[src/rtl/i2c_event_regen.sv]
module i2c_event_regen #(
  parameter int LOW_BASE  = 3,
  parameter int HIGH_BASE = 2,
  parameter int SU_BASE   = 1,
  parameter int HD_BASE   = 1,
  parameter int HOLD_BASE = 6
) (
  input  logic       clk,
  input  logic       rst_n,
  input  logic [1:0] speed,
  input  logic       ev_valid,
  input  logic [1:0] ev_code,
  output logic       ev_ready,
  output logic       scl_oe,
  output logic       sda_oe
);
  localparam int MAXB = (LOW_BASE > HOLD_BASE) ?
                        ((LOW_BASE > HIGH_BASE) ? LOW_BASE : HIGH_BASE) :
                        ((HOLD_BASE > HIGH_BASE) ? HOLD_BASE : HIGH_BASE);
  localparam int CW   = $clog2(MAXB * 8 + 1);

  typedef enum logic [3:0] {
    S_IDLE, S_RSL, S_RSH, S_STH, S_BL, S_BH, S_POST, S_SPL, S_SPS
  } st_t;

  st_t           st;
  logic [CW-1:0] cnt, hold;
  logic          scl_q, sda_q;
  logic [1:0]    sh;
  logic [CW-1:0] t_low, t_high, t_su, t_hd, t_hold;

  assign sh     = 2'd3 - speed;
  assign t_low  = CW'(LOW_BASE  << sh);
  assign t_high = CW'(HIGH_BASE << sh);
  assign t_su   = CW'(SU_BASE   << sh);
  assign t_hd   = CW'(HD_BASE   << sh);
  assign t_hold = CW'(HOLD_BASE << sh);

  assign ev_ready = (st == S_IDLE);
  assign scl_oe   = scl_q;
  assign sda_oe   = sda_q;

  always_ff @(posedge clk or negedge rst_n) begin
    if (!rst_n) begin
      st    <= S_IDLE;
      cnt   <= '0;
      hold  <= '0;
      scl_q <= 1'b0;
      sda_q <= 1'b0;
    end else begin
      if (hold != '0) hold <= hold - 1'b1;
      if (st == S_IDLE) begin
        if (ev_valid) begin
          case (ev_code)
            2'd0: begin
              if (scl_q) begin
                sda_q <= 1'b0;
                cnt   <= t_low - 1'b1;
                st    <= S_RSL;
              end else begin
                sda_q <= 1'b1;
                hold  <= t_hold - 1'b1;
                cnt   <= t_hd - 1'b1;
                st    <= S_STH;
              end
            end
            2'd1: begin
              if (scl_q) begin
                sda_q <= 1'b1;
                cnt   <= t_low - 1'b1;
                st    <= S_SPL;
              end
            end
            default: begin
              if (scl_q) begin
                sda_q <= ~ev_code[0];
                hold  <= t_hold - 1'b1;
                cnt   <= t_low - 1'b1;
                st    <= S_BL;
              end
            end
          endcase
        end else if (sda_q && hold == '0) begin
          sda_q <= 1'b0;
        end
      end else if (cnt != '0) begin
        cnt <= cnt - 1'b1;
      end else begin
        case (st)
          S_RSL: begin
            scl_q <= 1'b0;
            cnt   <= t_su - 1'b1;
            st    <= S_RSH;
          end
          S_RSH: begin
            sda_q <= 1'b1;
            hold  <= t_hold - 1'b1;
            cnt   <= t_hd - 1'b1;
            st    <= S_STH;
          end
          S_STH: begin
            scl_q <= 1'b1;
            cnt   <= t_hd - 1'b1;
            st    <= S_POST;
          end
          S_BL: begin
            scl_q <= 1'b0;
            cnt   <= t_high - 1'b1;
            st    <= S_BH;
          end
          S_BH: begin
            scl_q <= 1'b1;
            cnt   <= t_hd - 1'b1;
            st    <= S_POST;
          end
          S_SPL: begin
            scl_q <= 1'b0;
            cnt   <= t_su - 1'b1;
            st    <= S_SPS;
          end
          S_SPS: begin
            sda_q <= 1'b0;
            st    <= S_IDLE;
          end
          default: st <= S_IDLE;
        endcase
      end
    end
  end

  a_r3_start_first: assert property (@(posedge clk) disable iff (!rst_n)
    (ev_valid && ev_ready && ev_code == 2'd0 && !scl_oe) |=> (sda_oe && !scl_oe && !ev_ready));

  a_r4_data_stable_high: assert property (@(posedge clk) disable iff (!rst_n)
    (st == S_BH) |=> $stable(sda_oe));

  a_r6_hold_release: assert property (@(posedge clk) disable iff (!rst_n)
    (ev_ready && !ev_valid && sda_oe && hold == '0) |=> !sda_oe);

  a_r7_rs_setup: assert property (@(posedge clk) disable iff (!rst_n)
    (st == S_RSH) |-> (!scl_oe && !sda_oe));

  a_r8_stop_setup: assert property (@(posedge clk) disable iff (!rst_n)
    (st == S_SPS) |-> (!scl_oe && sda_oe));

  a_r9_free_bus_quiet: assert property (@(posedge clk) disable iff (!rst_n)
    (ev_ready && !scl_oe) |-> !sda_oe);
endmodule

[config.mk]
export PLATFORM = sky130hd
export DESIGN_NAME = i2c_event_regen
export DESIGN_NICKNAME = d
export VERILOG_FILES = /design/src/rtl/i2c_event_regen.sv
export SDC_FILE = /design/constraint.sdc
export NUM_CORES = 1
export LEC_CHECK = 0
export ABC_AREA = 1
export BUFFER_PORTS_ARGS = -buffer_cell sky130_fd_sc_hd__buf_4
export CAP_MARGIN = 15
export CORE_ASPECT_RATIO = 0.9
export CORE_UTILIZATION = 30
export CTS_BUF_LIST = sky130_fd_sc_hd__clkbuf_8
export CTS_CLUSTER_SIZE = 14
export DETAILED_ROUTE_END_ITERATION = 8
export GPL_ROUTABILITY_DRIVEN = 1
export GPL_TIMING_DRIVEN = 0
export PLACE_DENSITY = 0.55
export SYNTH_ARGS = -nofsm -noshare
export SYNTH_HDL_FRONTEND = slang
export SYNTH_SLANG_ARGS = --single-unit
[constraint.sdc]
create_clock -name clk -period 1.32 [get_ports clk]
set_input_delay 0.066 -clock clk [delete_from_list [all_inputs] [get_ports clk]]
set_output_delay 0.066 -clock clk [all_outputs]
set_load 0.01 [all_outputs]
==> flow_summary.yaml <==
synth:
  synth_nets: 271
  syn_area_um2: 1640
  synth_cells: 252
  yosys.area.top_type_share: 0.274
  synth_area_leaders: "dfrtp_1 27%, nand2_1 22%, nand3_1 9.7%"
  synth_area_per_cell_um2: 6.52
  ys_seq_area_frac: 0.274
  post-synth-top-area-cell: "dfrtp_1"
  synth_cell_types: 24
  ys_seq_elements: 18
  ys_warn_count: 0
die:
  die_w_um: 80.0
  rows: 25
  initial_core_util: 0.313
  coreArea_um2: 5260
  ios: 10
  die-height_um: 72.2
  die_area_um2: 5780
place:
  port_buffers: 9
  hpwl_um: 2950
  dp_cells: 328
  routabilityCongestion: 0.841
  place_area_um2: 1810
timing:
  clock_skew_ns: 0.00414
  min_period_ns: 1.40
  worst_slack_ns: -0.0762
  setup_viol_count_final: 15
  tightestPinTransition_ns: 0.264
  final_max_slew_viol_count: 0
  fin_crit_sh: 1.06
  hold_slack_ns: 0.204
  rsz0062_at_grt: "true"
  relSlewSlack: 0.824
  finalHoldViolCount: 0
  fmax_mhz: 716
final_layout:
  fillers: 571
  final_common_cell: "nand2_1"
  final_cells: 355
  regArea_um2: 457
  post_route_cells_drive_above_1_share: 0.285
  multiInputGateArea_um2: 1120
  antenna_cells: 0
  final_cell_mix: "87 x nand2_1, 30 x nand3_1, 29 x inv_1"
  post-route-cell-area_um2: 2130
  syn_to_final_growth_pct: 29.5
  fin_nets: 308
worst_setup_path:
  crit_fanout: 7
  crit_chain: "inv_2 > ha_4 > nand3_4 > or2_4 > nand2_4 > nand2_2 > nand2_1 > inv_1"
  path_class: "reg -> reg"
  slowest_stage: "dfrtp_1"
  r2r_cells: 8
  cp_slowest_stage_delay_ns: 0.40
  crit_required_ns: 1.49
  start_kind: "flop"
  cp-end-kind: "flop"
  critPathTopFamily: "simple AND/OR/NAND/NOR gates"
  cp.arrival_ns: 1.56
  path_buf_inv: 2
  crit_cells: 8
run_status:
  violations: "setup timing"
  status: "finished with violations"
detailed_routing:
  drt_iter0_markers: 84
  firstDrtPassIters: 4
  routed_via_density: 4.49
  wl_per_cell_um: 11.1
  finalWirelength_um: 3950
  vias: 1593
  drc: 0
  drtAntennaViolNets: 0
power_and_ir_drop:
  switchingPower_mw: 2.41
  p_seq_frac: 0.221
  p_per_area_nw_per_um2: 2340
  p_comb_frac: 0.681
  swShare: 0.484
  power_leakage_nw: 1.13
  ir_drop_v: 0.000821
  intPower_mw: 2.57
  clockPowerShare: 0.098
worst_hold_path:
  hp-class: "in -> async"
global_route:
  track_usage: 0.149
  gr-total-overflow: 0
  grt_max_degree: 19
  antenna_found_initial: 0
  grt_pass1_wl_um: 6790
  grt_pass1_vias: 1500
clocking:
  clkLatencyLatePin_ns: 0.26
  numCtsBuffers: 3
  cts-root-buf: "clkbuf_8"
  clk_pin_slew_ns: 0.08
  clock_path_buffers: 2
  cts_tree: "built"
  cts.sinks: 18
  htree_levels: 1
job:
  drv_cap: 0
## sequential cells by signal, indices dropped and copies added, names as in the netlist
signal / cells
cnt: 6
hold: 6
scl_oe: 1
sda_oe: 1
st: 4
## worst register-to-register path, stage by stage (launching register included)
cell	delay (ns)
dfrtp_1	0.40
inv_2	0.09
ha_4	0.16
nand3_4	0.10
or2_4	0.30
nand2_4	0.11
nand2_2	0.05
nand2_1	0.06
inv_1	0.03
## power by group through the flow
stage	combinational, mW	sequential (mW)	clock [mW]
2_1_floorplan	2.06	1.06	0
3_3_place_gp	2.59	1.10	0
3_5_place_dp	2.62	1.10	0
4_1_cts	2.95	1.10	0.496
5_1_grt	3.87	1.14	0.523
6_report	3.39	1.10	0.487
## final timing paths
check	from	end	slack [ns]
worst max-delay path	cnt[0]	hold[1]	-0.08
worst min-delay path	rst_n	st[1]	0.20
worst max register to register	cnt[0]	hold[1]	-0.08
worst min register to register	cnt[5]	cnt[5]	0.55
max in group asynchronous	rst_n	cnt[3]	0.89
min in group clk	ev_code[1]	st[1]	0.20
## kinds of logic (layout without fill, tap and decap cells)
| kind of cell | count (synthesis) | count (layout) | share of synthesized area |
|---|---|---|---|
| xor gates and xnor gates | 3 | 3 | 0.0160 |
| DFF | 18 | 18 | 0.274 |
| buffers and inverters | 38 | 74 | 0.0883 |
| adders and majority gates | 12 | 12 | 0.0913 |
| AOI/OAI and AO/OA | 16 | 16 | 0.0548 |
| and+or+nand+nor | 165 | 165 | 0.476 |
## synthesized netlist by cell type
master,number
nand3_2,2
o21ai_1,1
nor2_2,5
nand2_4,4
nand3_1,32
nor2_4,3
ha_1,12
o21ai_0,10
nand4_1,1
inv_1,35
or2_4,1
nor2_1,17
o21bai_1,2
nand2_1,95
dfrtp_1,18
nand2_2,1
nand3b_1,2
a21o_1,1
xor2_1,3
a22oi_1,1
inv_2,2
inv_4,1
a21oi_1,1
nand3_4,2
## stage by stage
stage / util / setup TNS (ns) / total power, mW / setup slack [ns]
final: 0.405 / -0.747 / 4.99 / -0.0762
after global routing: 0.405 / -2.20 / 5.53 / -0.167
after CTS: 0.378 / -0.706 / 4.55 / -0.0760
after detailed placement: 0.344 / -2.23 / 3.73 / -0.175
after global placement: 0.344 / -2.01 / 3.70 / -0.180
after floorplan: - / -0.00933 / 3.12 / -0.00599
## metal layers
layer,vias to the layer above,track usage,part of all wire
met2,13,0.233,0.44
met1,720,0.216,0.53
met4,0,0.0238,0.0061
met3,2,0.0302,0.023
met5,-,0,0
li1,858,-,-
## final cells by class
| type | count | area share |
|---|---|---|
| flip-flops and latches | 18 | 0.214 |
| well taps | 67 | 0.0394 |
| multi-input cells | 196 | 0.528 |
| clock buffers | 4 | 0.0259 |
| inverters | 38 | 0.0717 |
| repair buffers | 32 | 0.121 |
## what timing repair did
item / in CTS / in global routing
pin swaps: 11 / 13
hold buffers: 1 / 0
buffers inserted: 10 / 12
gates resized for setup: 19 / 20
endpoints found under the hold margin: 18 / 0
setup endpoints to repair: 19 / 19
(Power assumes the default switching activity.)
